`src/rtl/ssi_pkg.sv`:
```
package ssi_pkg;

  localparam int WORD_W  = 24;
  localparam int ADDR_W  = 3;
  localparam int DIV_W   = 5;
  localparam int CA_W    = 2 + DIV_W;

  localparam logic [ADDR_W-1:0] ADR_CTLA = 3'd0;
  localparam logic [ADDR_W-1:0] ADR_CTLB = 3'd1;
  localparam logic [ADDR_W-1:0] ADR_STAT = 3'd2;
  localparam logic [ADDR_W-1:0] ADR_TXW  = 3'd3;
  localparam logic [ADDR_W-1:0] ADR_RXW  = 3'd4;

  // control B, bit 0 at the bottom of the struct
  typedef struct packed {
    logic sckd;
    logic sync;
    logic shfd;
    logic net;
    logic rie;
    logic tie;
    logic re;
    logic te;
  } ctlb_t;

  typedef struct packed {
    logic rfs;
    logic tfs;
    logic rdf;
    logic tde;
  } stat_t;

endpackage

```
`src/rtl/ssi_word_shaper.sv`:
```
module ssi_word_shaper
  import ssi_pkg::*;
#(
  parameter int DATA_W  = WORD_W,
  parameter bit TO_LINE = 1'b1
) (
  input  logic [1:0]        wl_code,
  input  logic              reverse,
  input  logic [DATA_W-1:0] din,
  output logic [DATA_W-1:0] dout
);

  localparam int NLEN = 4;

  logic [DATA_W-1:0] cand [NLEN];

  for (genvar k = 0; k < NLEN; k++) begin : g_len
    localparam int LEN = (k == 0) ? DATA_W / 3 :
                         (k == 1) ? DATA_W / 2 :
                         (k == 2) ? (2 * DATA_W) / 3 : DATA_W;
    logic [LEN-1:0]    field;
    logic [LEN-1:0]    flipped;
    logic [LEN-1:0]    chosen;
    logic [DATA_W-1:0] placed;

    if (TO_LINE) begin : g_tx
      assign field = din[DATA_W-1 -: LEN];
    end else begin : g_rx
      assign field = din[LEN-1:0];
    end

    always_comb begin
      for (int i = 0; i < LEN; i++) begin
        flipped[i] = field[LEN-1-i];
      end
    end

    assign chosen = reverse ? flipped : field;

    if (TO_LINE) begin : g_tx_place
      always_comb begin
        placed = '0;
        placed[LEN-1:0] = chosen;
      end
    end else begin : g_rx_place
      always_comb begin
        placed = '0;
        placed[DATA_W-1 -: LEN] = chosen;
      end
    end

    assign cand[k] = placed;
  end

  assign dout = cand[wl_code];

endmodule

```
`src/rtl/ssi_ctl_regs.sv`:
```
module ssi_ctl_regs
  import ssi_pkg::*;
#(
  parameter int DW_DIV = DIV_W,
  localparam int CAW   = 2 + DW_DIV
) (
  input  logic              clk,
  input  logic              rst_n,
  input  logic              wr_a,
  input  logic              wr_b,
  input  logic [CAW-1:0]    ca_wdata,
  input  ctlb_t             cb_wdata,
  input  logic              tx_wr,
  input  logic              fs_tx_stb,
  input  logic              fs_tx_val,
  input  logic              fs_rx_stb,
  input  logic              fs_rx_val,
  input  logic              pc_stb,
  input  logic [1:0]        pc_dir,
  input  logic [1:0]        pc_val,
  output logic [1:0]        wl_code,
  output logic [DW_DIV-1:0] div_field,
  output ctlb_t             ctlb,
  output logic              wait_tx,
  output logic              wait_rx,
  output logic              hs_rx_sync,
  output logic              hs_tx_sync_stb,
  output logic              hs_tx_sync_val
);

  logic [1:0]        wl_q, wl_d;
  logic [DW_DIV-1:0] div_q, div_d;
  ctlb_t             cb_q, cb_d;
  logic              wtx_q, wtx_d, wrx_q, wrx_d;
  logic              play_q, play_d;
  logic              hrx_q, hrx_d;
  logic              htx_stb_q, htx_stb_d, htx_val_q, htx_val_d;

  always_comb begin
    wl_d  = wl_q;
    div_d = div_q;
    cb_d  = cb_q;
    if (wr_a) {div_d, wl_d} = ca_wdata;
    if (wr_b) cb_d = cb_wdata;

    wtx_d = wtx_q;
    if (fs_tx_stb && fs_tx_val && cb_q.net) wtx_d = 1'b0;
    if (pc_stb && pc_dir[1] && pc_val[1])   wtx_d = 1'b0;
    if (wr_b && cb_wdata.te && !cb_q.te)    wtx_d = 1'b1;

    wrx_d = wrx_q;
    if (fs_rx_stb && fs_rx_val && cb_q.net) wrx_d = 1'b0;
    if (pc_stb && pc_dir[0] && pc_val[0])   wrx_d = 1'b0;
    if (wr_b && cb_wdata.re && !cb_q.re)    wrx_d = 1'b1;

    play_d = play_q;
    if (pc_stb && pc_dir[1]) play_d = pc_val[1];

    htx_stb_d = 1'b0;
    htx_val_d = 1'b0;
    if (pc_stb && pc_dir[1] && !pc_val[1]) begin
      htx_stb_d = 1'b1;
    end else if (tx_wr && play_q) begin
      htx_stb_d = 1'b1;
      htx_val_d = 1'b1;
    end

    hrx_d = pc_stb && pc_dir[0] && pc_val[0];
  end

  always_ff @(posedge clk or negedge rst_n) begin
    if (!rst_n) begin
      wl_q      <= '0;
      div_q     <= '0;
      cb_q      <= '0;
      wtx_q     <= 1'b1;
      wrx_q     <= 1'b1;
      play_q    <= 1'b0;
      hrx_q     <= 1'b0;
      htx_stb_q <= 1'b0;
      htx_val_q <= 1'b0;
    end else begin
      wl_q      <= wl_d;
      div_q     <= div_d;
      cb_q      <= cb_d;
      wtx_q     <= wtx_d;
      wrx_q     <= wrx_d;
      play_q    <= play_d;
      hrx_q     <= hrx_d;
      htx_stb_q <= htx_stb_d;
      htx_val_q <= htx_val_d;
    end
  end

  assign wl_code        = wl_q;
  assign div_field      = div_q;
  assign ctlb           = cb_q;
  assign wait_tx        = wtx_q;
  assign wait_rx        = wrx_q;
  assign hs_rx_sync     = hrx_q;
  assign hs_tx_sync_stb = htx_stb_q;
  assign hs_tx_sync_val = htx_val_q;

endmodule

```
`src/rtl/ssi_flags.sv`:
```
module ssi_flags
  import ssi_pkg::*;
(
  input  logic  clk,
  input  logic  rst_n,
  input  logic  tx_evt,
  input  logic  rx_evt,
  input  logic  tx_wr,
  input  logic  stat_wr,
  input  logic  rx_rd,
  input  logic  net_mode,
  input  logic  fs_tx_stb,
  input  logic  fs_tx_val,
  input  logic  fs_rx_stb,
  input  logic  fs_rx_val,
  output stat_t stat
);

  stat_t st_q, st_d;

  always_comb begin
    st_d = st_q;
    if (tx_evt)                 st_d.tde = 1'b1;
    else if (tx_wr || stat_wr)  st_d.tde = 1'b0;
    if (rx_evt)                 st_d.rdf = 1'b1;
    else if (rx_rd)             st_d.rdf = 1'b0;
    if (fs_tx_stb) st_d.tfs = net_mode ? fs_tx_val : 1'b1;
    if (fs_rx_stb) st_d.rfs = net_mode ? fs_rx_val : 1'b1;
  end

  always_ff @(posedge clk or negedge rst_n) begin
    if (!rst_n) begin
      st_q <= '{tde: 1'b1, default: 1'b0};
    end else begin
      st_q <= st_d;
    end
  end

  assign stat = st_q;

endmodule

```
`src/rtl/ssi_word_port.sv`:
```
module ssi_word_port
  import ssi_pkg::*;
#(
  parameter int DATA_W = WORD_W,
  parameter int AW     = ADDR_W,
  parameter int DW_DIV = DIV_W,
  localparam int CAW   = 2 + DW_DIV,
  localparam int FDW   = DW_DIV + 1
) (
  input  logic              clk,
  input  logic              rst_n,
  input  logic              bus_wr,
  input  logic              bus_rd,
  input  logic [AW-1:0]     bus_addr,
  input  logic [DATA_W-1:0] bus_wdata,
  output logic [DATA_W-1:0] bus_rdata,
  input  logic              tx_evt,
  output logic [DATA_W-1:0] tx_data,
  output logic              tx_irq,
  input  logic              rx_evt,
  input  logic [DATA_W-1:0] rx_in,
  output logic              rx_irq,
  input  logic              fs_tx_stb,
  input  logic              fs_tx_val,
  input  logic              fs_rx_stb,
  input  logic              fs_rx_val,
  input  logic              pc_stb,
  input  logic [1:0]        pc_dir,
  input  logic [1:0]        pc_val,
  output logic              hs_rx_sync,
  output logic              hs_tx_sync_stb,
  output logic              hs_tx_sync_val,
  output logic [FDW-1:0]    frame_div
);

  // reset: asynchronous assertion, synchronous release
  logic [1:0] rst_sync_q;
  logic       rst_sync_n;

  always_ff @(posedge clk or negedge rst_n) begin
    if (!rst_n) rst_sync_q <= '0;
    else        rst_sync_q <= {rst_sync_q[0], 1'b1};
  end
  assign rst_sync_n = rst_sync_q[1];

  // bus decode
  logic wr_a, wr_b, stat_wr, tx_wr, rx_rd;
  assign wr_a    = bus_wr && (bus_addr == ADR_CTLA);
  assign wr_b    = bus_wr && (bus_addr == ADR_CTLB);
  assign stat_wr = bus_wr && (bus_addr == ADR_STAT);
  assign tx_wr   = bus_wr && (bus_addr == ADR_TXW);
  assign rx_rd   = bus_rd && (bus_addr == ADR_RXW);

  logic [1:0]        wl_code;
  logic [DW_DIV-1:0] div_field;
  ctlb_t             ctlb;
  logic              wait_tx, wait_rx;
  stat_t             stat;

  ssi_ctl_regs #(.DW_DIV(DW_DIV)) u_ctl (
    .clk            (clk),
    .rst_n          (rst_sync_n),
    .wr_a           (wr_a),
    .wr_b           (wr_b),
    .ca_wdata       (bus_wdata[CAW-1:0]),
    .cb_wdata       (ctlb_t'(bus_wdata[7:0])),
    .tx_wr          (tx_wr),
    .fs_tx_stb      (fs_tx_stb),
    .fs_tx_val      (fs_tx_val),
    .fs_rx_stb      (fs_rx_stb),
    .fs_rx_val      (fs_rx_val),
    .pc_stb         (pc_stb),
    .pc_dir         (pc_dir),
    .pc_val         (pc_val),
    .wl_code        (wl_code),
    .div_field      (div_field),
    .ctlb           (ctlb),
    .wait_tx        (wait_tx),
    .wait_rx        (wait_rx),
    .hs_rx_sync     (hs_rx_sync),
    .hs_tx_sync_stb (hs_tx_sync_stb),
    .hs_tx_sync_val (hs_tx_sync_val)
  );

  ssi_flags u_flags (
    .clk       (clk),
    .rst_n     (rst_sync_n),
    .tx_evt    (tx_evt),
    .rx_evt    (rx_evt),
    .tx_wr     (tx_wr),
    .stat_wr   (stat_wr),
    .rx_rd     (rx_rd),
    .net_mode  (ctlb.net),
    .fs_tx_stb (fs_tx_stb),
    .fs_tx_val (fs_tx_val),
    .fs_rx_stb (fs_rx_stb),
    .fs_rx_val (fs_rx_val),
    .stat      (stat)
  );

  // data words
  logic [DATA_W-1:0] txw_q, txw_d;
  logic [DATA_W-1:0] rxw_q, rxw_d;
  logic [DATA_W-1:0] txo_q, txo_d;
  logic [DATA_W-1:0] tx_shaped, rx_shaped;
  logic              tirq_q, tirq_d, rirq_q, rirq_d;
  logic              tx_pass, rx_pass;

  ssi_word_shaper #(.DATA_W(DATA_W), .TO_LINE(1'b1)) u_tx_shape (
    .wl_code (wl_code),
    .reverse (ctlb.shfd),
    .din     (txw_q),
    .dout    (tx_shaped)
  );

  ssi_word_shaper #(.DATA_W(DATA_W), .TO_LINE(1'b0)) u_rx_shape (
    .wl_code (wl_code),
    .reverse (ctlb.shfd),
    .din     (rx_in),
    .dout    (rx_shaped)
  );

  assign tx_pass = ctlb.te && !wait_tx;
  assign rx_pass = ctlb.re && !wait_rx;

  always_comb begin
    txw_d = txw_q;
    if (tx_wr) txw_d = bus_wdata;

    txo_d  = txo_q;
    tirq_d = 1'b0;
    if (tx_evt) begin
      txo_d  = tx_pass ? tx_shaped : '0;
      tirq_d = tx_pass && ctlb.tie;
    end

    rxw_d  = rxw_q;
    rirq_d = 1'b0;
    if (rx_evt) begin
      rxw_d  = rx_pass ? rx_shaped : '0;
      rirq_d = rx_pass && ctlb.rie;
    end
  end

  always_ff @(posedge clk or negedge rst_sync_n) begin
    if (!rst_sync_n) begin
      txw_q  <= '0;
      rxw_q  <= '0;
      txo_q  <= '0;
      tirq_q <= 1'b0;
      rirq_q <= 1'b0;
    end else begin
      txw_q  <= txw_d;
      rxw_q  <= rxw_d;
      txo_q  <= txo_d;
      tirq_q <= tirq_d;
      rirq_q <= rirq_d;
    end
  end

  // read mux
  always_comb begin
    bus_rdata = '0;
    case (bus_addr)
      ADR_CTLA: bus_rdata[CAW-1:0] = {div_field, wl_code};
      ADR_CTLB: bus_rdata[7:0]     = ctlb;
      ADR_STAT: bus_rdata[3:0]     = stat;
      ADR_TXW:  bus_rdata          = txw_q;
      ADR_RXW:  bus_rdata          = rxw_q;
      default:  bus_rdata          = '0;
    endcase
  end

  assign tx_data   = txo_q;
  assign tx_irq    = tirq_q;
  assign rx_irq    = rirq_q;
  assign frame_div = FDW'(div_field) + FDW'(1);

endmodule

```
`config.mk`:
```
export PLATFORM = sky130hd
export DESIGN_NAME = ssi_word_port
export DESIGN_NICKNAME = d
export VERILOG_FILES = /design/src/rtl/ssi_pkg.sv /design/src/rtl/ssi_word_shaper.sv /design/src/rtl/ssi_ctl_regs.sv /design/src/rtl/ssi_flags.sv /design/src/rtl/ssi_word_port.sv
export SDC_FILE = /design/constraint.sdc
export NUM_CORES = 1
export LEC_CHECK = 0
export BUFFER_PORTS_ARGS = -buffer_cell sky130_fd_sc_hd__clkbuf_2
export CORE_ASPECT_RATIO = 1.4
export CORE_MARGIN = 5
export CORE_UTILIZATION = 55
export DETAILED_ROUTE_END_ITERATION = 10
export PLACE_DENSITY = 0.8
export SLEW_MARGIN = 0
export SYNTH_ARGS = -nofsm -noshare
export SYNTH_HDL_FRONTEND = slang
export SYNTH_HIERARCHICAL = 1
export SYNTH_SLANG_ARGS = --single-unit
```
`constraint.sdc`:
```
create_clock -name clk -period 3.4 [get_ports clk]
set_input_delay 0.17 -clock clk [delete_from_list [all_inputs] [get_ports clk]]
set_output_delay 0.17 -clock clk [all_outputs]
set_load 0.1 [all_outputs]
```
== After elaboration in Yosys (flattened, before gate mapping) ==
Index checks and enable logic that the tools add are counted.
Widths: inputs -> output; s select.

* Register bits after elaboration: 101
* Bits in read-only memories: 0
* Memory bits (writable): 0
* Logic and storage cells: 104
* Memories: 0
* Bits of input ports: 66
* Bits in latches: 0
* Output and inout port bits: 59

* $add $sub $neg: 1
* Div/mod/pow operators: 0
* Eq/ne operators: 4
* Order comparisons: 1
* Reduce and logical (&&, ||, !) cells: 34
* $mul: 0
* Shifts and indexed selects: 0
* Muxes and demuxes: 37
* Bitwise gates (word level): 1

{| class="wikitable"
|+ Operators with widths
! cell !! count
|-
| $mux 24 || 8
|-
| $bmux 24 s2 || 2
|-
| $mux 16 || 2
|-
| $pmux 16 s2 || 1
|-
| $mux 12 || 2
|-
| $logic_and 1x1->1 || 23
|-
| $pmux 4 s5 || 1
|-
| $mux 1 || 17
|-
| $mux 8 || 2
|-
| $pmux 3 s4 || 1
|-
| $add 5x1->6 const B || 1
|-
| $eq 3x2->1 const B || 2
|-
| $reduce_bool 3->1 || 2
|-
| $logic_not 1->1 || 5
|-
| $reduce_bool 2->1 || 2
|-
| $eq 3x1->1 const B || 1
|-
| $eq 3x3->1 const B || 1
|-
| $ge 3x3->1 const B || 1
|-
| $logic_not 3->1 || 1
|-
| $not 2->3 || 1
|-
| $pmux 1 s3 || 1
|-
| $logic_or 1x1->1 || 1
|}

== Logic depth before layout (Yosys ltp) ==
Gate-level depths: netlist of the first run.

* Word-level depth: 5
* Mapped depth: 9
* Depth with buffers taken out: 5

== Hierarchy ==
Netlist of the first run, hierarchy kept.

{| class="wikitable"
|+ Modules (own cells, without submodules)
! module !! sequential area each (µm²) !! area an instance (µm²) !! cells each !! instances
|-
| ssi_word_port || 1,901.8 || 3,505.9 || 299 || 1
|-
| ssi_ctl_regs || 528.0 || 877.1 || 55 || 1
|-
| ssi_word_shaper (u_tx_shape) || 0.0 || 760.7 || 102 || 1
|-
| ssi_word_shaper (u_rx_shape) || 0.0 || 678.2 || 100 || 1
|-
| ssi_flags || 101.3 || 151.4 || 14 || 1
|}

== Worst setup path after synthesis of the first run ==
No wires, ideal clock.

* Kind: input -> output
* Start: in bus_addr[0]
* End: out bus_rdata[7]
* Data required time: 3,230 ps
* Slack: 396 ps
* Arrival: 2,834 ps
* Buffers on the path: 2
* Cell stages on the path: 5
* Cell sequence: buf_6 -> nor2b_1 -> clkbuf_1 -> a22oi_1 -> o21ai_0

* Longest elaborated chain between the ends: 2
* Elaborated cells on any way between the ends: 4
* Classes of those cells: eq/ne (3); mux (1)

{| class="wikitable"
|+ Ends and longest elaborated chain
! element !! RTL line !! source
|-
| from (decl) || ssi_word_port.sv:14 || <nowiki>input logic [AW-1:0] bus_addr,</nowiki>
|-
| $eq 3x3->1 (tied with other cells) || ssi_word_port.sv:164 || <nowiki>case (bus_addr)</nowiki>
|-
| $pmux 1 s3 * || ssi_word_port.sv:164 ||
|-
| to (decl) || ssi_word_port.sv:16 || <nowiki>output logic [DATA_W-1:0] bus_rdata,</nowiki>
|}

Mark *: on every way between the ends. The rest lies on a longest branch, timed or not.

== Final worst setup path of the first run ==
* Start: reg u_ctl.wl_q[0] (netlist: u_ctl/wl_code[0])
* End: out bus_rdata[0]

* Longest elaborated chain between the ends: 1

{| class="wikitable"
|+ Ends and longest elaborated chain
! element !! RTL line !! source
|-
| from (decl) || ssi_ctl_regs.sv:31 || <nowiki>logic [1:0] wl_q, wl_d;</nowiki>
|-
| from (signal assigned) || ssi_ctl_regs.sv:83 || <nowiki>wl_q <= wl_d;</nowiki>
|-
| $pmux 4 s5 || ssi_word_port.sv:164 ||
|}

No other way between the ends.

==> metrics, run 1 <==
critical path depth 4; Hold Path Sink u_flags/stat[3]$_DFFE_PN0P_; clk sinks between 100 and 150; Synth Instances 570; Die X-Extent approximately 98 um; CTS resizes 0; vias per cell approximately 6; area leader, netlist dfrtp_1; Period minus WS final 2.52 ns; H-tree depth 3; largest family of logic cells by synthesized area compound AO/OA/AOI/OAI gates; DP Wirelength between 10000 and 15000 um; Final Wtd Congestion slightly above 1; Setup Fix Bufs, Post-CTS 0; CTS buffer count 9; Max-slew headroom 0.321; sequential area share after synthesis 0.424; Worst Min Path Start fs_rx_stb; post-route ant nets 0; worst hold path depth 2; I/O Buffers 124; total negative slack 0 ns; Final setup violation count 0; R2R setup slack approximately 1.1 ns; mean routed wirelength per cell 19.4 um; Max Fclk 0.397 GHz; post-synthesis mux area share 0.149; overall power 4.80 mW; Post-DP Area between 6000 and 7000 um2; FFs w/ async S/R, synth 1.00; Synth Area in Adders 0.00209; ranking of synthesized cells by area dfrtp_1, mux2_4, a22o_1; pre-CTS WS ~1.2 ns; crit path max fanout 44; top cell type's share of synthesized area 0.411; final core utilization 0.636; worst endpoint data arrival time ~2.4 ns; # IOs about 130; nets approximately 740; first-pass GRT wire length 25800 um; Compound-Gate Fraction of Synth Area 0.220; Pre-antenna DRT Iters 5; syn nets between 600 and 700; final hold viol count 0; layout cells sized above 1 0.339; Die Y 133 um; startpoint class of the critical path register; pin count of the biggest net entering global routing 84; CTS root buf clkbuf_16; Worst Path Required between 3 and 4 ns; R2R Path Start u_ctl/wl_code[0]$_DFFE_PN0P_; Post-Synth XOR/XNOR Area 0.00440; GRT Util Overall 0.247; post-route cell area 6840 um2; initial antenna violation count 0; Residual DRC 0; commonest non-fill, non-tap cell in the layout clkbuf_2; most frequent cells in the layout clkbuf_2, dfrtp_1, inv_1; Setup crit end kind primary output; Worst-Skew Late Latency between 0.3 and 0.4 ns; Max Buffers Root-to-Sink 2; R2R Path End rxw_q[22]$_DFFE_PN0P_; CP max stage cell dfrtp_2; Post-Syn Area about 6000 um2; Yosys warning total 6; critical path class reg -> out; final worst path period share 0.741; max-slew violation count 0; Pleak roughly 3.2 nW; Seq cells post-synth approximately 100; cell row count 45; RSZ-0062 raised after global routing no; Post-synth EDFFs 0; n_diodes 0; final worst setup slack roughly 0.9 ns; Max Cap Viol 0; Worst Path Buf+Inv 1; actual slew at the worst max-slew pin ~1 ns; filler cell count slightly above 900; total core area approximately 11000 um2; PD cells ~700 nW/um2; starting density of the core 0.555; Post-CTS Hold Buffers 1; CTS tree built; Area growth syn-to-layout 14.4%; vias in the first global route 4829; clock skew around 0.015 ns; synth unique cells 49; Top delay family on crit path flip-flops; hold crit path type in -> reg; syn avg cell area approximately 10 um2; outcome completed; worst vdd ir slightly below 0.3 mV; Synth Flop Type dfrtp_1; DIE AREA around 13000 um2; gr ovfl total 0; final WL 15800 um; CP peak stage delay roughly 0.9 ns; Detailed Route Iter0 Violations about 340; via count 4802; Worst-path clk slew 0.07 ns; Post-Synth Simple-Gate Area 0.117; R2R depth 6; Critical Path, Cell by Cell nor3b_1 -> a21oi_1 -> o22ai_1 -> clkbuf_2
==> cell usage after synthesis, drive strengths merged (2+ instances only) <==
| library cell | number |
|---|---|
| and3b | 2 |
| a22oi | 6 |
| nand2b | 7 |
| mux2 | 49 |
| dfstp | 3 |
| a22o | 40 |
| clkbuf | 9 |
| nor3b | 7 |
| inv | 42 |
| or2 | 2 |
| o21ai | 45 |
| a31oi | 3 |
| dfrtp | 98 |
| a21oi | 28 |
| buf | 35 |
| nor2b | 19 |
| a211oi | 20 |
| nor2 | 38 |
| nand2 | 35 |
| nand3 | 4 |
| and3 | 4 |
| o22ai | 13 |
| and2 | 7 |
| nor3 | 5 |
| a21o | 3 |
| a221oi | 8 |
| o32ai | 6 |
| mux2i | 22 |
| xnor2 | 2 |
==> power breakdown <==
| group | internal, mW | total, mW | switching [mW] | leakage (nW) |
|---|---|---|---|---|
| Sequential | 1.42 | 1.75 | 0.336 | 1.28 |
| Combinational | 0.591 | 1.94 | 1.35 | 1.80 |
| Clock | 0.668 | 1.11 | 0.441 | 0.160 |
| Total | 2.68 | 4.80 | 2.12 | 3.24 |
==> metal layers <==
metal / wire, um / share of wire / track usage
met4: 574 / 0.036 / 0.113
met1: 6480 / 0.41 / 0.316
met2: 7770 / 0.49 / 0.415
met5: 0 / 0 / 0
met3: 970 / 0.061 / 0.0325
==> cells by family after synthesis <==
logic type      Yosys count
other cells               1
fa+ha+maj                 1
mux                      71
flops                   101
simple gates            133
xor+xnor                  3
buf+inv                  86
compound gates          174
==> area by class of cell <==
class,count,area (um2),area share
Sequential cell,101,2540,0.371
Clock inverter,5,82.6,0.0121
Timing Repair Buffer,133,691,0.101
Tap cell,141,176,0.0258
Clock buffer,11,243,0.0355
Inverter,42,158,0.0231
Multi-Input combinational cell,383,2950,0.431
==> flip-flops by register name, summed over array words and instances (netlist names) <==
register / flops
rxw_q: 24
tx_data: 24
txw_q: 24
u_ctl/ctlb: 8
u_ctl/div_field: 5
u_flags/stat: 4
rst_sync_q: 2
u_ctl/wl_code: 2
rx_irq: 1
tx_irq: 1
u_ctl/hs_rx_sync: 1
u_ctl/hs_tx_sync_stb: 1
u_ctl/hs_tx_sync_val: 1
u_ctl/play_q: 1
u_ctl/wait_rx: 1
u_ctl/wait_tx: 1
==> metrics by stage <==
step                      hold WS [ns]  instances
after detailed placement       -0.0413        799
after CTS                       0.0315        816
after global placement         -0.0443        799
after floorplan                 -0.126        570
final                           0.0534        816
after global routing            0.0604        816
==> worst max-delay path by stage <==
| stage | from | endpoint |
|---|---|---|
| CTS | u_ctl/wl_code[0]$_DFFE_PN0P_ | bus_rdata[0] |
| global route | u_ctl/wl_code[0]$_DFFE_PN0P_ | bus_rdata[0] |
| floorplan | rst_sync_q[1]$_DFF_PN0_ | rx_irq$_DFF_PN0_ |
| global placement | u_ctl/wl_code[0]$_DFFE_PN0P_ | rxw_q[20]$_DFFE_PN0P_ |
| detailed placement | u_ctl/wl_code[0]$_DFFE_PN0P_ | rxw_q[22]$_DFFE_PN0P_ |
| finish | u_ctl/wl_code[0]$_DFFE_PN0P_ | bus_rdata[0] |
No activity file was read; power rests on OpenSTA's default activity.
==> inputs of run 2 (changes only) <==
--- a/config.mk
+++ b/config.mk
@@ -8,9 +8,9 @@
 export BUFFER_PORTS_ARGS = -buffer_cell sky130_fd_sc_hd__clkbuf_2
 export CORE_ASPECT_RATIO = 1.4
 export CORE_MARGIN = 5
-export CORE_UTILIZATION = 55
+export CORE_UTILIZATION = 50
 export DETAILED_ROUTE_END_ITERATION = 10
-export PLACE_DENSITY = 0.8
+export PLACE_DENSITY = 0.77
 export SLEW_MARGIN = 0
 export SYNTH_ARGS = -nofsm -noshare
 export SYNTH_HDL_FRONTEND = slang
==> constraint.sdc (replaced) <==
create_clock -name clk -period 2.3 [get_ports clk]
set_input_delay 0.115 -clock clk [delete_from_list [all_inputs] [get_ports clk]]
set_output_delay 0.115 -clock clk [all_outputs]
set_load 0.1 [all_outputs]
==> run 2 against run 1 <==
Compared with the run above: critical endpoint is now bus_rdata[1]; clock-buffer cell count grew 1; sequential share of layout area shrank 2.4 points; via count grew 1.2%; highest routed layer unchanged; largest cell class unchanged; sequential power grew 43%; combinational power grew 61%; critical path depth is the same; largest power group unchanged; clock power grew 27%.
==> metrics, run 2 (synthesis gave the netlist of run 1 again) <==
clk sinks about 100; vias in the first global route 4989; worst endpoint data arrival time between 1.5 and 2 ns; commonest non-fill, non-tap cell in the layout clkbuf_2; Max Fclk 0.498 GHz; max-slew violation count 0; H-tree depth 3; Residual DRC 0; Worst Min Path Start pc_val[1]; outcome completed; Worst Path Buf+Inv 1; starting density of the core 0.508; worst vdd ir between 0.3 and 0.4 mV; clock skew 0.00626 ns; Worst-path clk slew approximately 0.060 ns; CTS tree built; I/O Buffers 124; layout cells sized above 1 0.351; total core area around 12000 um2; GRT met2 Usage 0.397; Max-slew headroom 0.537; pre-CTS WS ~0.42 ns; startpoint class of the critical path register; RSZ-0062 raised after global routing no; first-pass GRT wire length ~26000 um; Critical Path Source u_ctl/wl_code[1]$_DFFE_PN0P_; Final setup violation count 0; DP Wirelength approximately 13000 um; total negative slack 0 ns; fin cells 840; final worst setup slack a little under 0.3 ns; Setup crit end kind primary output; final worst path period share 0.873; pin count of the biggest net entering global routing 43; final hold viol count 0; critical path class reg -> out; Worst Path Required 2.18 ns; Die Y ~140 um; Die X-Extent 102 um; Period minus WS final roughly 2 ns; Max Cap Viol 0; initial antenna violation count 0; vias per cell slightly below 6; Setup Fix Bufs, Post-CTS 0; Worst-Skew Late Latency around 0.34 ns; cell row count 47; Pleak 3.40 nW; Max Buffers Root-to-Sink 2; Top delay family on crit path flip-flops; CP peak stage delay roughly 0.6 ns; CTS root buf clkbuf_16; met3 GRT Util 0.0381; most frequent cells in the layout clkbuf_2, dfrtp_1, inv_1; GRT Util Overall 0.234; Final Wtd Congestion slightly above 0.9; Pre-antenna DRT Iters 5; final WL between 15000 and 20000 um; hold crit path type in -> reg; nets about 760; final core utilization 0.621; Critical Path, Cell by Cell nor3b_1 -> a21oi_1 -> o22ai_2 -> clkbuf_2; DIE AREA 14300 um2; Area growth syn-to-layout 22.3%; mean routed wirelength per cell 19.4 um; via count 4859; Post-Place Cells around 820; R2R Path Start u_ctl/wl_code[1]$_DFFE_PN0P_; CTS buffer count 9; post-route ant nets 0; n_diodes 0; actual slew at the worst max-slew pin just under 0.7 ns; PD cells a little under 1000 nW/um2; CP max stage cell dfrtp_1; Most Used Layer, Global Route met2; Detailed Route Iter0 Violations 353; CTS resizes 0; gr ovfl total 0; Post-CTS Hold Buffers 10; # IOs around 130; crit path max fanout 12; GRT met1 Usage 0.284
==> run 2: path summary, 6_finish.rpt <==
| path | to | slack, ns | cells after the start |
|---|---|---|---|
| worst min-delay path | u_ctl/hs_tx_sync_stb$_DFF_PN0_ | 0.008 | 2 |
| max in group asynchronous | u_ctl/wl_code[0]$_DFFE_PN0P_ | 1.31 | 1 |
| worst min register to register | rx_irq$_DFF_PN0_ | 0.28 | 0 |
| worst max register to register | tx_data[5]$_DFFE_PN0P_ | 0.52 | 5 |
| min in group asynchronous | rst_sync_q[1]$_DFF_PN0_ | 0.09 | 2 |
| worst max-delay path | bus_rdata[1] | 0.29 | 4 |
==> run 2: worst register-to-register path: cells and delay by family (launching register included) <==
family                 cells  cell delay [ns]
DFF                        1             0.53
and+or+nand+nor            2             0.48
AOI/OAI and AO/OA          2             0.43
buffers and inverters      1             0.24
==> run 2: per-layer routing <==
metal  routed length [um]  vias up  share of wire
met5                    0        -              0
met4                  649        0          0.040
met3                  874       44          0.054
met2                 8360      180           0.51
met1                 6390     2355           0.39
li1                     -     2280              -
==> run 2: report_power, final <==
part	internal, mW	leakage (nW)	switching [mW]
Combinational	1.02	1.99	2.11
Sequential	2.10	1.28	0.402
Clock	0.787	0.135	0.622
Total	3.90	3.40	3.13
==> run 2: layout make-up <==
cell class                      instances  area [um2]
Clock buffer                           12         256
Clock inverter                          3        21.3
Fill cell                             969        4460
Inverter                               42         158
Multi-Input combinational cell        383        2980
Sequential cell                       101        2540
Tap cell                              147         184
Timing Repair Buffer                  152        1170
==> run 2: stage by stage <==
| stage | power (mW) | area (um2) | hold slack (ns) |
|---|---|---|---|
| 4_1_cts | 7.06 | 7310 | 0.00214 |
| 6_report | 7.03 | 7310 | 0.00828 |
| 3_3_place_gp | 5.58 | 6930 | -0.0995 |
| 3_5_place_dp | 5.63 | 6930 | -0.0979 |
| 2_1_floorplan | 4.93 | 6010 | -0.181 |
| 5_1_grt | 7.36 | 7310 | 0.0115 |
==> inputs of run 3 (changes only) <==
--- a/config.mk
+++ b/config.mk
@@ -6,7 +6,7 @@
 export NUM_CORES = 1
 export LEC_CHECK = 0
 export BUFFER_PORTS_ARGS = -buffer_cell sky130_fd_sc_hd__clkbuf_2
-export CORE_ASPECT_RATIO = 1.4
+export CORE_ASPECT_RATIO = 1.25
 export CORE_MARGIN = 5
 export CORE_UTILIZATION = 50
 export DETAILED_ROUTE_END_ITERATION = 10
@@ -16,3 +16,4 @@
 export SYNTH_HDL_FRONTEND = slang
 export SYNTH_HIERARCHICAL = 1
 export SYNTH_SLANG_ARGS = --single-unit
+export TNS_END_PERCENT = 10
==> run 3 against run 2 <==
Compared with the run above: combinational power fell by 4%; flip-flop and latch count did not move; register-to-register slack got worse by 0.24 ns; power shrank 0.70%; sequential power about the same; global-route usage fell by 0.51 points; hold slack worse by 0.0025 ns; wire length hardly changed; design area shrank 3.1%; highest routed layer unchanged.
==> metrics, run 3 (synthesis gave the netlist of run 1 again) <==
Final setup violation count 0; Max Fclk ~0.46 GHz; vias in the first global route between 4000 and 5000; DIE AREA between 10000 and 15000 um2; clock skew 0.00647 ns; Max Cap Viol 0; Pleak 3.32 nW; most frequent cells in the layout clkbuf_2, dfrtp_1, inv_1; max-slew violation count 0; vias per cell between 5 and 6; via count just under 5000; R2R depth 4; PD cells 987 nW/um2; critical path class reg -> out; DP Wirelength roughly 12000 um; Max Buffers Root-to-Sink 2; worst endpoint data arrival time approximately 2.1 ns; Pre-antenna DRT Iters 5; clk sinks slightly above 100; initial antenna violation count 0; Worst-Skew Late Latency around 0.34 ns; R2R Path Start u_ctl/wl_code[1]$_DFFE_PN0P_; CP max stage cell dfrtp_1; final WL around 16000 um; Critical Path, Cell by Cell buf_4 -> a22oi_1 -> o22ai_1 -> buf_12; final core utilization 0.606; RSZ-0062 raised after global routing no; overall power about 7.0 mW; cell row count 44; outcome completed; I/O Buffers approximately 120; CTS tree built; Die Y ~130 um; nets around 750; R2R Path End tx_data[8]$_DFFE_PN0P_; Setup crit end kind primary output; Hold Path Sink txw_q[21]$_DFFE_PN0P_; filler cell count between 1000 and 1500; hold crit path type in -> reg; Setup Fix Bufs, Post-CTS 0; total negative slack 0 ns; GRT Util Overall 0.229; commonest non-fill, non-tap cell in the layout clkbuf_2; CTS root buf clkbuf_16; Worst Min Path Start bus_wdata[21]; H-tree depth 3; layout cells sized above 1 0.337; # IOs between 100 and 150; startpoint class of the critical path register; total core area between 10000 and 15000 um2; gr ovfl total 0; Post-CTS Hold Buffers 11; final hold viol count 0; CP peak stage delay about 0.63 ns; pin count of the biggest net entering global routing 49; starting density of the core 0.512; Max-slew headroom 0.548; Area growth syn-to-layout 18.5%; mean routed wirelength per cell approximately 19 um; Worst-path clk slew approximately 0.07 ns; worst vdd ir 0.611 mV; actual slew at the worst max-slew pin ~0.68 ns; Die X-Extent ~110 um; CTS buffer count 9; n_diodes 0; CTS resizes 0; Worst Path Required approximately 2.2 ns; Detailed Route Iter0 Violations approximately 350; first-pass GRT wire length 25800 um; post-route ant nets 0; crit path max fanout 22; Residual DRC 0; worst hold path depth 2; final worst path period share 0.941; Period minus WS final roughly 2.2 ns; Final Wtd Congestion 0.944; R2R setup slack 0.28 ns
run 3: changes by cell type in the layout (fill, tap and decap cells not counted), sizes merged:
| cell | change |
|---|---|
| buf | -5 |
| clkbuf | +1 |
| dlygate4sd3 | +2 |
run 3: area by class of cell:
type / count / area, um2 / share of cell area
inverter: 42 / 158 / 0.0223
clock inverter: 3 / 21.3 / 0.00301
timing repair buffer: 149 / 951 / 0.134
sequential: 101 / 2540 / 0.358
tap: 161 / 201 / 0.0285
clock buffer: 13 / 260 / 0.0368
multi-input combinational: 383 / 2950 / 0.417
run 3: how the worst max path moves through the flow:
| stage | endpoint | from | slack [ns] | cells past startpoint |
|---|---|---|---|---|
| finish | bus_rdata[5] | u_ctl/ctlb[5]$_DFFE_PN0P_ | 0.13 | 4 |
| global placement | bus_rdata[0] | bus_addr[0] | 0.40 | 5 |
| CTS | bus_rdata[5] | u_ctl/ctlb[5]$_DFFE_PN0P_ | 0.12 | 4 |
| floorplan | bus_rdata[7] | bus_addr[0] | -0.59 | 5 |
| global route | bus_rdata[5] | u_ctl/ctlb[5]$_DFFE_PN0P_ | 0.02 | 4 |
| detailed placement | bus_rdata[0] | bus_addr[0] | 0.36 | 5 |
run 3: power breakdown:
part           switching [mW]  internal [mW]  leakage, nW
clock                   0.658          0.795        0.136
combinational            2.05          0.943         1.91
sequential              0.439           2.10         1.28
total                    3.15           3.83         3.32
run 3: critical path: cells and delay by family, from the launching register on:
| kind | cells | cell delay [ns] |
|---|---|---|
| buffers and inverters | 2 | 0.63 |
| DFF | 1 | 0.63 |
| AOI/OAI and AO/OA | 2 | 0.44 |
run 3: stage by stage:
stage / cells / hold slack (ns) / setup WS (ns) / area [um2]
finish: 852 / 0.00580 / 0.135 / 7080
global route: 852 / 0.00146 / 0.0150 / 7080
CTS: 851 / 0.000483 / 0.120 / 7070
detailed placement: 824 / -0.0986 / 0.357 / 6680
global placement: 824 / -0.100 / 0.403 / 6680
floorplan: 570 / -0.181 / -0.594 / 5970
run 3: routing by layer:
metal	routed length (um)	GRT usage	up-vias
met5	0	0	-
met4	385	0.0996	0
met3	981	0.0235	28
met2	8100	0.376	228
met1	6810	0.307	2314
li1	-	-	2273
